==> config.mk <==
export PLATFORM = sky130hd
export DESIGN_NAME = int_exec_unit
export DESIGN_NICKNAME = d
export VERILOG_FILES = /design/src/rtl/exec_pkg.sv /design/src/rtl/exec_decode.sv /design/src/rtl/exec_alu.sv /design/src/rtl/exec_out_stage.sv /design/src/rtl/int_exec_unit.sv
export SDC_FILE = /design/constraint.sdc
export NUM_CORES = 1
export LEC_CHECK = 0
export BUFFER_PORTS_ARGS = -buffer_cell sky130_fd_sc_hd__buf_2
export CAP_MARGIN = 20
export CORE_AREA = 2 2 194 139
export CTS_CLUSTER_DIAMETER = 80
export DETAILED_ROUTE_END_ITERATION = 8
export DIE_AREA = 0 0 196 141
export GPL_ROUTABILITY_DRIVEN = 1
export HOLD_SLACK_MARGIN = 0.15
export SETUP_SLACK_MARGIN = 0.4
export SLEW_MARGIN = 10
export SYNTH_ARGS = -nofsm -noshare
export SYNTH_HDL_FRONTEND = slang
export SYNTH_HIERARCHICAL = 1
export SYNTH_SLANG_ARGS = --single-unit
==> constraint.sdc <==
create_clock -name clk -period 0.8 [get_ports clk]
set_input_delay 0.16 -clock clk [delete_from_list [all_inputs] [get_ports clk]]
set_output_delay 0.16 -clock clk [all_outputs]
set_load 0.05 [all_outputs]
==> src/rtl/exec_pkg.sv <==
package exec_pkg;
  localparam int unsigned DATA_W  = 32;
  localparam int unsigned IDX_W   = 5;
  localparam int unsigned IMM_W   = 16;
  localparam int unsigned OPC_W   = 6;

  typedef enum logic [3:0] {
    ALU_NONE, ALU_ADD, ALU_SUB, ALU_AND, ALU_OR, ALU_NOR,
    ALU_SLL, ALU_SRL, ALU_SLT, ALU_SLTU, ALU_LUI
  } alu_op_e;

  // primary opcodes
  localparam logic [OPC_W-1:0] OPC_REG   = 6'h00;
  localparam logic [OPC_W-1:0] OPC_ADDI  = 6'h08;
  localparam logic [OPC_W-1:0] OPC_ADDIU = 6'h09;
  localparam logic [OPC_W-1:0] OPC_SLTI  = 6'h0A;
  localparam logic [OPC_W-1:0] OPC_SLTIU = 6'h0B;
  localparam logic [OPC_W-1:0] OPC_ANDI  = 6'h0C;
  localparam logic [OPC_W-1:0] OPC_ORI   = 6'h0D;
  localparam logic [OPC_W-1:0] OPC_LUI   = 6'h0F;

  // function codes under OPC_REG
  localparam logic [5:0] FN_SLL  = 6'h00;
  localparam logic [5:0] FN_SRL  = 6'h02;
  localparam logic [5:0] FN_ADD  = 6'h20;
  localparam logic [5:0] FN_ADDU = 6'h21;
  localparam logic [5:0] FN_SUB  = 6'h22;
  localparam logic [5:0] FN_SUBU = 6'h23;
  localparam logic [5:0] FN_AND  = 6'h24;
  localparam logic [5:0] FN_OR   = 6'h25;
  localparam logic [5:0] FN_NOR  = 6'h27;
  localparam logic [5:0] FN_SLT  = 6'h2A;
  localparam logic [5:0] FN_SLTU = 6'h2B;

  function automatic logic [DATA_W-1:0] f_wrap_add(input logic [DATA_W-1:0] x, input logic [DATA_W-1:0] y);
    return x + y;
  endfunction

  function automatic logic [DATA_W-1:0] f_wrap_sub(input logic [DATA_W-1:0] x, input logic [DATA_W-1:0] y);
    return x - y;
  endfunction

  function automatic logic f_less_signed(input logic [DATA_W-1:0] x, input logic [DATA_W-1:0] y);
    return $signed(x) < $signed(y);
  endfunction

  function automatic logic f_less_unsigned(input logic [DATA_W-1:0] x, input logic [DATA_W-1:0] y);
    return x < y;
  endfunction

  function automatic logic [DATA_W-1:0] f_sext(input logic [IMM_W-1:0] v);
    return {{(DATA_W-IMM_W){v[IMM_W-1]}}, v};
  endfunction

  function automatic logic [DATA_W-1:0] f_zext(input logic [IMM_W-1:0] v);
    return {{(DATA_W-IMM_W){1'b0}}, v};
  endfunction
endpackage

==> src/rtl/exec_decode.sv <==
module exec_decode
  import exec_pkg::*;
#(
  parameter int unsigned D_W  = DATA_W,
  parameter int unsigned RI_W = IDX_W,
  parameter int unsigned SH_W = $clog2(D_W)
) (
  input  logic [31:0]     instr,
  output alu_op_e         alu_op,
  output logic            use_imm,
  output logic [D_W-1:0]  imm_val,
  output logic [SH_W-1:0] shamt,
  output logic [RI_W-1:0] dest,
  output logic            wr_en,
  output logic            illegal,
  output logic            is_cmp
);
  localparam int unsigned OP_LSB = 26;
  localparam int unsigned RS_LSB = 21;
  localparam int unsigned RT_LSB = 16;
  localparam int unsigned RD_LSB = 11;
  localparam int unsigned SA_LSB = 6;

  logic [OPC_W-1:0] opc;
  logic [5:0]       fn;
  logic [RI_W-1:0]  rt_f, rd_f;
  logic [IMM_W-1:0] imm_f;
  logic             unused_rs;

  assign opc       = instr[OP_LSB +: OPC_W];
  assign fn        = instr[5:0];
  assign rt_f      = instr[RT_LSB +: RI_W];
  assign rd_f      = instr[RD_LSB +: RI_W];
  assign imm_f     = instr[IMM_W-1:0];
  assign shamt     = instr[SA_LSB +: SH_W];
  assign unused_rs = &{1'b0, instr[RS_LSB +: RI_W]};

  always_comb begin
    alu_op  = ALU_NONE;
    use_imm = 1'b0;
    imm_val = f_sext(imm_f);
    dest    = '0;
    wr_en   = 1'b0;
    illegal = 1'b1;
    is_cmp  = 1'b0;
    if (opc == OPC_REG) begin
      illegal = 1'b0;
      unique case (fn)
        FN_ADD, FN_ADDU: alu_op = ALU_ADD;
        FN_SUB, FN_SUBU: alu_op = ALU_SUB;
        FN_AND:          alu_op = ALU_AND;
        FN_OR:           alu_op = ALU_OR;
        FN_NOR:          alu_op = ALU_NOR;
        FN_SLL:          alu_op = ALU_SLL;
        FN_SRL:          alu_op = ALU_SRL;
        FN_SLT:          alu_op = ALU_SLT;
        FN_SLTU:         alu_op = ALU_SLTU;
        default:         illegal = 1'b1;
      endcase
      if (!illegal) begin
        dest  = rd_f;
        wr_en = 1'b1;
      end
    end else begin
      illegal = 1'b0;
      use_imm = 1'b1;
      unique case (opc)
        OPC_ADDI, OPC_ADDIU: alu_op = ALU_ADD;
        OPC_SLTI:            alu_op = ALU_SLT;
        OPC_SLTIU:           alu_op = ALU_SLTU;
        OPC_ANDI: begin alu_op = ALU_AND; imm_val = f_zext(imm_f); end
        OPC_ORI:  begin alu_op = ALU_OR;  imm_val = f_zext(imm_f); end
        OPC_LUI:  begin alu_op = ALU_LUI; imm_val = f_zext(imm_f); end
        default:  begin illegal = 1'b1; use_imm = 1'b0; end
      endcase
      if (!illegal) begin
        dest  = rt_f;
        wr_en = 1'b1;
      end
    end
    is_cmp = (alu_op == ALU_SLT) || (alu_op == ALU_SLTU);
  end
endmodule

==> src/rtl/exec_alu.sv <==
module exec_alu
  import exec_pkg::*;
#(
  parameter int unsigned D_W  = DATA_W,
  parameter int unsigned SH_W = $clog2(D_W)
) (
  input  alu_op_e         alu_op,
  input  logic [D_W-1:0]  opa,
  input  logic [D_W-1:0]  opb,
  input  logic [SH_W-1:0] shamt,
  output logic [D_W-1:0]  res
);
  always_comb begin
    unique case (alu_op)
      ALU_ADD:  res = f_wrap_add(opa, opb);
      ALU_SUB:  res = f_wrap_sub(opa, opb);
      ALU_AND:  res = opa & opb;
      ALU_OR:   res = opa | opb;
      ALU_NOR:  res = ~(opa | opb);
      ALU_SLL:  res = opb << shamt;
      ALU_SRL:  res = opb >> shamt;
      ALU_SLT:  res = {{(D_W-1){1'b0}}, f_less_signed(opa, opb)};
      ALU_SLTU: res = {{(D_W-1){1'b0}}, f_less_unsigned(opa, opb)};
      ALU_LUI:  res = opb << IMM_W;
      default:  res = '0;
    endcase
  end
endmodule

==> src/rtl/exec_out_stage.sv <==
module exec_out_stage #(
  parameter int unsigned D_W        = 32,
  parameter int unsigned RI_W       = 5,
  parameter bit          REGISTERED = 1'b1
) (
  input  logic            clk,
  input  logic            rst_n,
  input  logic [D_W-1:0]  d_res,
  input  logic [RI_W-1:0] d_dest,
  input  logic            d_we,
  output logic [D_W-1:0]  q_res,
  output logic [RI_W-1:0] q_dest,
  output logic            q_we
);
  generate
    if (REGISTERED) begin : g_flop
      always_ff @(posedge clk or negedge rst_n) begin
        if (!rst_n) begin
          q_res  <= '0;
          q_dest <= '0;
          q_we   <= 1'b0;
        end else begin
          q_res  <= d_res;
          q_dest <= d_dest;
          q_we   <= d_we;
        end
      end
    end else begin : g_wire
      logic unused_clk;
      assign unused_clk = &{1'b0, clk, rst_n};
      assign q_res  = d_res;
      assign q_dest = d_dest;
      assign q_we   = d_we;
    end
  endgenerate
endmodule

==> src/rtl/int_exec_unit.sv <==
module int_exec_unit
  import exec_pkg::*;
#(
  parameter int unsigned D_W     = DATA_W,
  parameter int unsigned RI_W    = IDX_W,
  parameter bit          REG_OUT = 1'b1
) (
  input  logic            clk,
  input  logic            rst_n,
  input  logic [31:0]     instr,
  input  logic [D_W-1:0]  rs_val,
  input  logic [D_W-1:0]  rt_val,
  output logic [D_W-1:0]  result,
  output logic [RI_W-1:0] dest_reg,
  output logic            wr_en
);
  localparam int unsigned SH_W = $clog2(D_W);

  alu_op_e         dec_op;
  logic            dec_use_imm;
  logic [D_W-1:0]  dec_imm;
  logic [SH_W-1:0] dec_shamt;
  logic [RI_W-1:0] dec_dest;
  logic            dec_we;
  logic            dec_illegal;
  logic            dec_is_cmp;
  logic [D_W-1:0]  alu_b;
  logic [D_W-1:0]  alu_res;

  exec_decode #(.D_W(D_W), .RI_W(RI_W), .SH_W(SH_W)) u_dec (
    .instr   (instr),
    .alu_op  (dec_op),
    .use_imm (dec_use_imm),
    .imm_val (dec_imm),
    .shamt   (dec_shamt),
    .dest    (dec_dest),
    .wr_en   (dec_we),
    .illegal (dec_illegal),
    .is_cmp  (dec_is_cmp)
  );

  assign alu_b = dec_use_imm ? dec_imm : rt_val;

  exec_alu #(.D_W(D_W), .SH_W(SH_W)) u_alu (
    .alu_op (dec_op),
    .opa    (rs_val),
    .opb    (alu_b),
    .shamt  (dec_shamt),
    .res    (alu_res)
  );

  exec_out_stage #(.D_W(D_W), .RI_W(RI_W), .REGISTERED(REG_OUT)) u_out (
    .clk    (clk),
    .rst_n  (rst_n),
    .d_res  (alu_res),
    .d_dest (dec_dest),
    .d_we   (dec_we),
    .q_res  (result),
    .q_dest (dest_reg),
    .q_we   (wr_en)
  );
endmodule

==> results.yml, run 1 <==
outcome:
  outcome: "finished, violations left"
  violations: "negative hold slack, negative setup slack"
cells_and_area:
  layout-drive-gt1-share_pct: 52.2
  fin_cells: 2366
  postLayoutCoreUtil_pct: 65.9
  multi_input_comb_area_um2: 9160
  syn2layout_area_growth_pct: 68.9
  seq_area_um2: 997
  final.fill_count: 2284
  nets: 2223
worst_setup_path:
  path_cells: "buf_8 > nor2_4 > nand2_2 > a21oi_4 > buf_12 > mux2_4 > inv_4 > ha_4 > or3_4 > or3_1 > o31ai_2 > buf_4 > o31ai_4 > o211ai_2 > buf_6 > a21boi_4 > o311ai_2 > a211o_1 > o211ai_1 > or2_4"
  crit_end: "u_out/q_res[27]"
  crit_start: "instr[30]"
  cpMaxStageDelayCell: "or3_4"
  critPathLaunchType: "primary input"
  endpoint_kind: "register"
  critPathMaxStageDelay_ns: 0.39
  cp_max_fo: 4
  worst-endpoint-required_ns: 0.99
  crit_type: "in2reg"
  cp_data_arrival_time_ns: 3.91
timing:
  hold_slack_ns: -0.173
  fin_ws_ns: -2.92
  finalSetupViolCount: 76
  rsz0062_at_grt: "yes"
  worstMarginPinSlew_ns: 0.852
  finalHoldViolations: 38
  drv_slew: 0
  fmax_mhz: 269
  finalCritPeriodShare_pct: 465
  min_period_ns: 3.72
  max-slew-margin-rel_pct: 42.9
synth:
  postSynthNetCount: 1605
  syn_inst: 1408
  postSynthAreaPerCell_um2: 7.21
  synthesis.area_um2: 10100
  yosys_warnings: 6
clock_tree:
  cts_tree: "built"
  cts.sinks: 38
  ctsRootBufferMaster: "clkbuf_16"
  cts_inserted_buffers: 5
  clk_pin_slew_worst_paths_ns: 0.06
  htreeDepth: 2
  clockBufferDepth: 2
power:
  p_sw_w: 0.00866
  p_per_area_nw_per_um2: 1110
  p_clk_share_pct: 13.3
  p_int_w: 0.0104
  switching_share_pct: 45.5
  total_leakage_power_nw: 8.15
  seq_power_share_pct: 12.1
  share_comb_of_total_power_pct: 74.5
  p_total_w: 0.0190
  worst_ir_drop_vdd_v: 0.000684
route:
  vias_per_cell: 6.06
  dr.pass1.iters: 6
  drtIter0Drc: 1927
  vias: 14300
  ant_nets: 0
  wl_per_cell_um: 24.5
  drc: 0
  routed_wl_um: 57900
global_routing:
  grt_max_degree: 67
  antenna_found_initial: 3
  grt_use_total_pct: 40.9
  grt_pass1_wl_um: 84500
  overflow: 0
  grt_pass1_vias: 13400
floorplan:
  top_level_ports: 136
  die_area_um2: 27600
  die_x_um: 196
  die_y_um: 141
  start_util_pct: 39.0
  core_area_um2: 26000
  rows: 50
placed_design:
  dp_hpwl_um: 47000
  placedCellCount: 2302
  globalplace.congestion: 1.13
  io_buffer_count: 130
flow_run:
  cap_viol_max_count: 0
worst_hold_path:
  hold_class: "in2async"
metal layers:
metal  vias up  track usage [%]  routed length [um]  part of all wire, %
met5         -                0                 110                 0.19
met4         6             12.4                2030                  3.5
met3       142             10.9                7720                   13
met2       986             57.5               22700                   39
met1      6791             60.3               25300                   44
li1       6410                -                   -                    -
flip-flops by register name, indices dropped and copies added (netlist names):
register	count
u_out/q_res	32
u_out/q_dest	5
u_out/q_we	1
critical path, delay by kind of cell:
family                   cells  cell delay (ns)
adder cells (fa/ha/maj)      1             0.20
buffers and inverters        5             0.68
AO/OA/AOI/OAI                8             1.33
AND/OR/NAND/NOR              5             1.19
multiplexers                 1             0.33
timing repair:
item,4_1_cts,5_1_grt
pin swaps,91,61
buffers inserted,35,19
gates cloned,1,0
hold endpoints to repair,43,43
resized for setup,221,78
setup endpoints to repair,76,76
power by group through the flow:
stage	combinational (W)	sequential (W)	clock [W]
2_1_floorplan	0.00541	0.00313	0
3_3_place_gp	0.0119	0.00229	0
3_5_place_dp	0.0120	0.00229	0
5_1_grt	0.0148	0.00233	0.00261
6_report	0.0142	0.00231	0.00254
4_1_cts	0.0132	0.00231	0.00257
worst min-delay path by stage:
stage          cells after the start         endpoint  slack (ns)
6_report                           2  u_out/q_res[31]       -0.17
5_1_grt                            2  u_out/q_res[25]       -0.15
4_1_cts                            2  u_out/q_res[25]       -0.16
3_5_place_dp                       2  u_out/q_res[25]        0.16
3_3_place_gp                       2  u_out/q_res[25]        0.16
2_1_floorplan                      0  u_out/q_dest[0]       -0.14
cells in the final DEF (no fill, tap or decap), types with 18 or more instances in the layout:
cell type,count
mux2_4,36
inv_1,82
dfrtp_2,37
a21oi_1,103
a21oi_2,27
buf_2,87
a221oi_1,26
ha_1,79
nand2_1,122
buf_4,543
o211ai_1,27
o21ai_1,18
mux2i_1,42
nand3_1,21
o21ai_0,86
buf_6,94
nor2_1,136
mux4_2,18
through the flow:
stage	cell area (um2)	worst slack, ns	setup TNS, ns
2_1_floorplan	10700	-3.02	-78.56
3_3_place_gp	15300	-3.36	-96.17
6_report	17100	-2.92	-92.01
3_5_place_dp	15300	-3.36	-98.36
4_1_cts	16700	-2.94	-91.84
5_1_grt	17100	-3.05	-96.96
final cells by class:
| cell class | count | share of cell area [%] |
|---|---|---|
| Antenna cell | 1 | 0.0146 |
| Sequential cell | 38 | 5.82 |
| Multi-Input combinational cell | 1135 | 53.4 |
| Tap cell | 338 | 2.47 |
| Timing Repair Buffer | 745 | 34.9 |
| Inverter | 101 | 2.39 |
| Clock buffer | 7 | 0.832 |
| Clock inverter | 1 | 0.175 |
No activity file was read; power rests on OpenSTA's default activity.
==> inputs of run 2 (changes only) <==
--- a/config.mk
+++ b/config.mk
@@ -7,15 +7,14 @@
 export LEC_CHECK = 0
 export BUFFER_PORTS_ARGS = -buffer_cell sky130_fd_sc_hd__buf_2
 export CAP_MARGIN = 20
-export CORE_AREA = 2 2 194 139
+export CORE_AREA = 2 2 196 141
 export CTS_CLUSTER_DIAMETER = 80
 export DETAILED_ROUTE_END_ITERATION = 8
-export DIE_AREA = 0 0 196 141
+export DIE_AREA = 0 0 198 143
 export GPL_ROUTABILITY_DRIVEN = 1
 export HOLD_SLACK_MARGIN = 0.15
 export SETUP_SLACK_MARGIN = 0.4
 export SLEW_MARGIN = 10
 export SYNTH_ARGS = -nofsm -noshare
 export SYNTH_HDL_FRONTEND = slang
-export SYNTH_HIERARCHICAL = 1
 export SYNTH_SLANG_ARGS = --single-unit
==> constraint.sdc (replaced) <==
create_clock -name clk -period 3.1 [get_ports clk]
set_input_delay 0.62 -clock clk [delete_from_list [all_inputs] [get_ports clk]]
set_output_delay 0.62 -clock clk [all_outputs]
set_load 0.05 [all_outputs]
==> run 2 against run 1 <==
  * The run ends with negative setup slack left
  * Synthesized cell count about the same
  * Cell area up 6.4%
  * Clock-buffer cell count down 1
==> results.yml, run 2 <==
timing:
  drv_slew: 0
  finalSetupViolCount: 30
  max-slew-margin-rel_pct: 44.3
  fin_ws_ns: -1.22
  min_period_ns: 4.32
  worstMarginPinSlew_ns: 0.828
  rsz0062_at_grt: "yes"
  fmax_mhz: 232
  finalCritPeriodShare_pct: 139
  setup_tns_ns: -24.57
  finalHoldViolations: 0
worst_setup_path:
  cp_top_family: "compound AO/OA/AOI/OAI gates"
  critPathLaunchType: "primary input"
  worst-endpoint-required_ns: 3.35
  cpMaxStageDelayCell: "or4_4"
  cp_max_fo: 3
  endpoint_kind: "register"
  crit_type: "in2reg"
  crit_start: "instr[30]"
  path_buf_inv: 2
  path_cells: "buf_8 > or3b_4 > o21ai_4 > and2_4 > inv_4 > ha_4 > fa_2 > a21o_1 > a221o_1 > a211o_1 > a211oi_4 > o22ai_2 > a221o_1 > or4_4 > nand4_1 > a32o_1"
  cpMostUsedCell: "a221o_1"
  cp_data_arrival_time_ns: 4.57
  crit_end: "u_out.q_res[30]"
  cp.depth: 16
  critPathMaxStageDelay_ns: 0.44
floorplan:
  die_y_um: 143
  die_area_um2: 28300
  rows: 50
  core_area_um2: 26300
  die_x_um: 198
  top_level_ports: 136
  start_util_pct: 39.6
cells_and_area:
  reg_top3: "u_out.q_res (32), u_out.q_dest (5), u_out.q_we (1)"
  nets: 2294
  largest_register_ffs: 32
  final_cell_mix: "buf_4, buf_2, nand2_1"
  layout_commonest_cell: "buf_4"
  antenna-diode-count: 0
  syn2layout_area_growth_pct: 75.1
  layout-drive-gt1-share_pct: 51.7
  top_register: "u_out.q_res"
  fin_cells: 2461
route:
  drc: 0
  wl_per_cell_um: 24.8
  drtIter0Drc: 2175
  vias_per_cell: 6.29
  vias: 15500
  ant_nets: 0
  dr.pass1.iters: 8
  routed_wl_um: 61100
flow_run:
  cap_viol_max_count: 0
global_routing:
  grt_pass1_vias: 14400
  grt_pass1_wl_um: 88300
  grt_use_total_pct: 41.6
  grt_max_degree: 53
  antenna_found_initial: 1
  overflow: 0
clock_tree:
  cts_tree: "built"
  cts_inserted_buffers: 5
  hold_buffers: 0
  clk_pin_slew_worst_paths_ns: 0.07
  cts.sinks: 38
  clockBufferDepth: 2
  htreeDepth: 2
  ctsRootBufferMaster: "clkbuf_16"
power:
  total_leakage_power_nw: 8.68
  worst_ir_drop_vdd_v: 0.000273
  p_per_area_nw_per_um2: 271
synth:
  yosys-top-cells-area: "ha_1, dfrtp_1, mux4_2"
  synthesis.area_um2: 10400
  async_flop_share_pct: 100
  synth-edff-count: 0
  synth_top_area_share_pct: 11.8
  synth_seq_cells: 38
  yosys_warnings: 0
  synth_flop_cell: "dfrtp_1"
  yosysTopAreaCell: "ha_1"
  yosys.cell_count.top_type: "nand2_1"
  postSynthNetCount: 1605
  ys_seq_area_share_pct: 9.13
  postSynthAreaPerCell_um2: 7.40
  synth.distinct_cells: 86
  synthTopCellsByCount: "nand2_1, nor2_1, inv_1"
  syn_inst: 1407
placed_design:
  globalplace.congestion: 1.11
  dp_hpwl_um: 47600
  placedCellCount: 2367
  io_buffer_count: 130
worst_hold_path:
  hold_class: "in2async"
outcome:
  outcome: "finished, violations left"
  violations: "negative setup slack"
## run 2: power by group
group          leakage [nW]  switching (W)  internal, W  total [W]
Clock                0.0971       0.000275     0.000485   0.000760
Combinational          8.08        0.00198      0.00164    0.00362
Sequential            0.502      0.0000182     0.000544   0.000562
## run 2: how the worst min path moves through the flow
stage                     startpoint               to  slack (ns)  cells past startpoint
after CTS                      rst_n  u_out.q_dest[1]        0.52                      1
final                          rst_n  u_out.q_dest[1]        0.17                      1
after detailed placement       rst_n  u_out.q_dest[1]        0.84                      1
after global placement         rst_n  u_out.q_dest[2]        0.83                      1
after global routing           rst_n  u_out.q_dest[1]        0.18                      1
after floorplan                rst_n  u_out.q_dest[0]        0.32                      0
## run 2: cell families after synthesis
| logic type | share of synthesized area, % |
|---|---|
| AOI/OAI and AO/OA | 34.1 |
| xor gates and xnor gates | 1.18 |
| adders and majority gates | 12.2 |
| buffers and inverters | 7.97 |
| DFF | 9.13 |
| muxes | 16.2 |
| and+or+nand+nor | 19.3 |
## run 2: routing by layer
| layer | track usage (%) | up-vias | share of wire (%) |
|---|---|---|---|
| met5 | 0 | - | 0 |
| met4 | 14.8 | 0 | 5.0 |
| met3 | 12.9 | 196 | 14 |
| met2 | 60.2 | 1180 | 40 |
| met1 | 58.1 | 7389 | 41 |
| li1 | - | 6719 | - |
## run 2: metrics by stage
stage | total power, W | area, um2 | setup slack (ns) | hold slack [ns] | utilization [%]
floorplan | 0.00205 | 10800 | -1.83 | 0.324 | -
global placement | 0.00349 | 15800 | -1.74 | 0.834 | 59.9
detailed placement | 0.00351 | 15800 | -1.90 | 0.837 | 59.9
CTS | 0.00455 | 17400 | -1.08 | 0.517 | 65.9
global route | 0.00511 | 18200 | -1.25 | 0.178 | 69.3
finish | 0.00494 | 18200 | -1.22 | 0.167 | 69.3
## run 2: cell type report
type	count	area [um2]
Multi-Input combinational cell	1155	10200
Timing Repair Buffer	789	6030
Clock inverter	2	60.1
Inverter	107	409
Fill cell	2099	8100
Tap cell	364	455
Clock buffer	6	139
Sequential cell	38	951
## run 2: what timing repair did
action                     CTS  global route
gates cloned                 0             0
setup buffers               58            27
resized for setup          202           131
pin swaps                  101            81
setup endpoints to repair   32            32
==> inputs of run 3 (changes only) <==
--- a/config.mk
+++ b/config.mk
@@ -6,15 +6,15 @@
 export NUM_CORES = 1
 export LEC_CHECK = 0
 export BUFFER_PORTS_ARGS = -buffer_cell sky130_fd_sc_hd__buf_2
-export CAP_MARGIN = 20
-export CORE_AREA = 2 2 196 141
+export CORE_AREA = 2 2 194 139
 export CTS_CLUSTER_DIAMETER = 80
 export DETAILED_ROUTE_END_ITERATION = 8
-export DIE_AREA = 0 0 198 143
+export DIE_AREA = 0 0 196 141
 export GPL_ROUTABILITY_DRIVEN = 1
 export HOLD_SLACK_MARGIN = 0.15
 export SETUP_SLACK_MARGIN = 0.4
 export SLEW_MARGIN = 10
 export SYNTH_ARGS = -nofsm -noshare
 export SYNTH_HDL_FRONTEND = slang
+export SYNTH_HIERARCHICAL = 1
 export SYNTH_SLANG_ARGS = --single-unit
==> run 3 against run 2 <==
  * The flow still finishes with violations (negative setup slack)
  * Non-clock buffer count decreased by 103
  * Worst hold slack improved by 0.33 ns
  * Combinational power decreased by 5.5%
  * Wire length decreased by 6.4%
  * Critical path depth increased by 4
  * Global-route usage decreased by 1.4 points
  * Largest cell class unchanged
==> results.yml, run 3 (synthesized netlist as in run 1, its figures left out) <==
power:
  p_sw_w: 0.00219
  p_clk_share_pct: 15.6
  p_total_w: 0.00473
  seq_power_share_pct: 12.1
  p_int_w: 0.00254
  total_leakage_power_nw: 7.72
  switching_share_pct: 46.3
  p_per_area_nw_per_um2: 295
  worst_ir_drop_vdd_v: 0.000214
  share_comb_of_total_power_pct: 72.2
clock_tree:
  clockBufferDepth: 2
  cts.sinks: 38
  cts_inserted_buffers: 5
  ctsRootBufferMaster: "clkbuf_16"
  hold_buffers: 0
  clk_pin_slew_worst_paths_ns: 0.07
  cts_tree: "built"
  htreeDepth: 2
timing:
  fmax_mhz: 237
  worstMarginPinSlew_ns: 1.04
  finalSetupViolCount: 32
  rsz0062_at_grt: "yes"
  fin_ws_ns: -1.13
  min_period_ns: 4.23
  max-slew-margin-rel_pct: 30.6
  drv_slew: 0
  finalCritPeriodShare_pct: 136
  finalHoldViolations: 0
  setup_tns_ns: -24.56
global_routing:
  antenna_found_initial: 0
  grt_pass1_vias: 13000
  grt_pass1_wl_um: 82300
  overflow: 0
  grt_use_total_pct: 40.3
  grt_max_degree: 67
cells_and_area:
  layout_commonest_cell: "buf_4"
  reg_top3: "u_out/q_res (32), u_out/q_dest (5), u_out/q_we (1)"
  largest_register_ffs: 32
  final_cell_mix: "buf_4, nor2_1, buf_2"
  top_register: "u_out/q_res"
  nets: 2164
  layout-drive-gt1-share_pct: 47.7
  antenna-diode-count: 0
  syn2layout_area_growth_pct: 58.0
flow_run:
  cap_viol_max_count: 0
route:
  drc: 0
  vias_per_cell: 5.99
  wl_per_cell_um: 24.8
  dr.pass1.iters: 7
  ant_nets: 0
  routed_wl_um: 57200
  vias: 13800
  drtIter0Drc: 1887
worst_setup_path:
  endpoint_kind: "register"
  path_cells: "buf_8 > nor2_4 > nand2_2 > a21oi_4 > buf_12 > mux2_4 > inv_4 > ha_4 > or3_4 > or3_4 > o31ai_4 > buf_6 > o31ai_4 > buf_4 > o21a_1 > o21bai_2 > a21oi_2 > a221o_1 > nand2_2 > nand4_1"
  critPathMaxStageDelay_ns: 0.40
  worst-endpoint-required_ns: 3.22
  cp_max_fo: 4
  cp_data_arrival_time_ns: 4.35
  cpMaxStageDelayCell: "or3_4"
  crit_type: "in2reg"
  critPathLaunchType: "primary input"
floorplan:
  start_util_pct: 39.0
  die_area_um2: 27600
  die_x_um: 196
  rows: 50
  core_area_um2: 26000
  die_y_um: 141
  top_level_ports: 136
placed_design:
  dp_hpwl_um: 46800
  globalplace.congestion: 1.06
  io_buffer_count: 130
outcome:
  violations: "negative setup slack"
  outcome: "finished, violations left"
worst_hold_path:
  hold_class: "in2async"
run 3: cell count changes in the layout (fill, tap and decap cells not counted), sizes merged, moves of 12 or more:
cell and change:
a211oi -12, a21oi +36, a221oi +19, and3 -12, buf -103, mux2 +28, mux2i -13, mux4 -21
nor2 +35, o21ai +40, o21bai +14
run 3: per-stage QoR:
step	utilization, %	instance area (um2)	instances	setup WS, ns	hold slack (ns)
after global routing	61.6	16000	2306	-1.15	0.541
after CTS	60.4	15700	2295	-1.09	0.537
after detailed placement	57.3	14900	2262	-1.53	0.853
after global placement	57.3	14900	2262	-1.45	0.845
after floorplan	-	10600	1408	-1.18	0.324
final	61.6	16000	2306	-1.13	0.498
run 3: power groups by stage:
stage / combinational (W) / sequential [W] / clock (W)
2_1_floorplan: 0.00139 / 0.000795 / 0
3_3_place_gp: 0.00301 / 0.000581 / 0
3_5_place_dp: 0.00303 / 0.000581 / 0
4_1_cts: 0.00322 / 0.000572 / 0.000751
5_1_grt: 0.00357 / 0.000579 / 0.000758
6_report: 0.00342 / 0.000573 / 0.000741
run 3: area by class of cell:
type	instances	area, um2
tap	338	423
clock buffer	6	139
sequential	38	951
fill	2409	9990
timing repair buffer	686	5040
clock inverter	2	60.1
inverter	101	399
multi-input combinational	1135	9020
run 3: per-layer routing:
layer / GRT usage [%] / vias up / share of wire, %
met5: 0 / - / 0
met4: 11.3 / 0 / 3.2
met3: 15.1 / 99 / 13
met2: 56.4 / 842 / 39
met1: 57.1 / 6573 / 44
li1: - / 6304 / -
run 3: worst paths after layout:
check | from | endpoint
hold / removal | rst_n | u_out/q_res[25]
min in group clk | instr[16] | u_out/q_dest[0]
setup / recovery | instr[30] | u_out/q_res[15]
max in group asynchronous | rst_n | u_out/q_res[16]
run 3: what timing repair did:
action | 4_1_cts | 5_1_grt
resized for setup | 98 | 57
buffers inserted | 25 | 11
pin swaps | 45 | 29
setup endpoints to repair | 32 | 32
run 3: worst max-delay path: cells and delay by family:
| kind | cells | cell delay, ns |
|---|---|---|
| and+or+nand+nor | 6 | 1.28 |
| muxes | 1 | 0.32 |
| adders and majority gates | 1 | 0.19 |
| buffers and inverters | 5 | 0.64 |
| AOI/OAI and AO/OA | 7 | 1.26 |
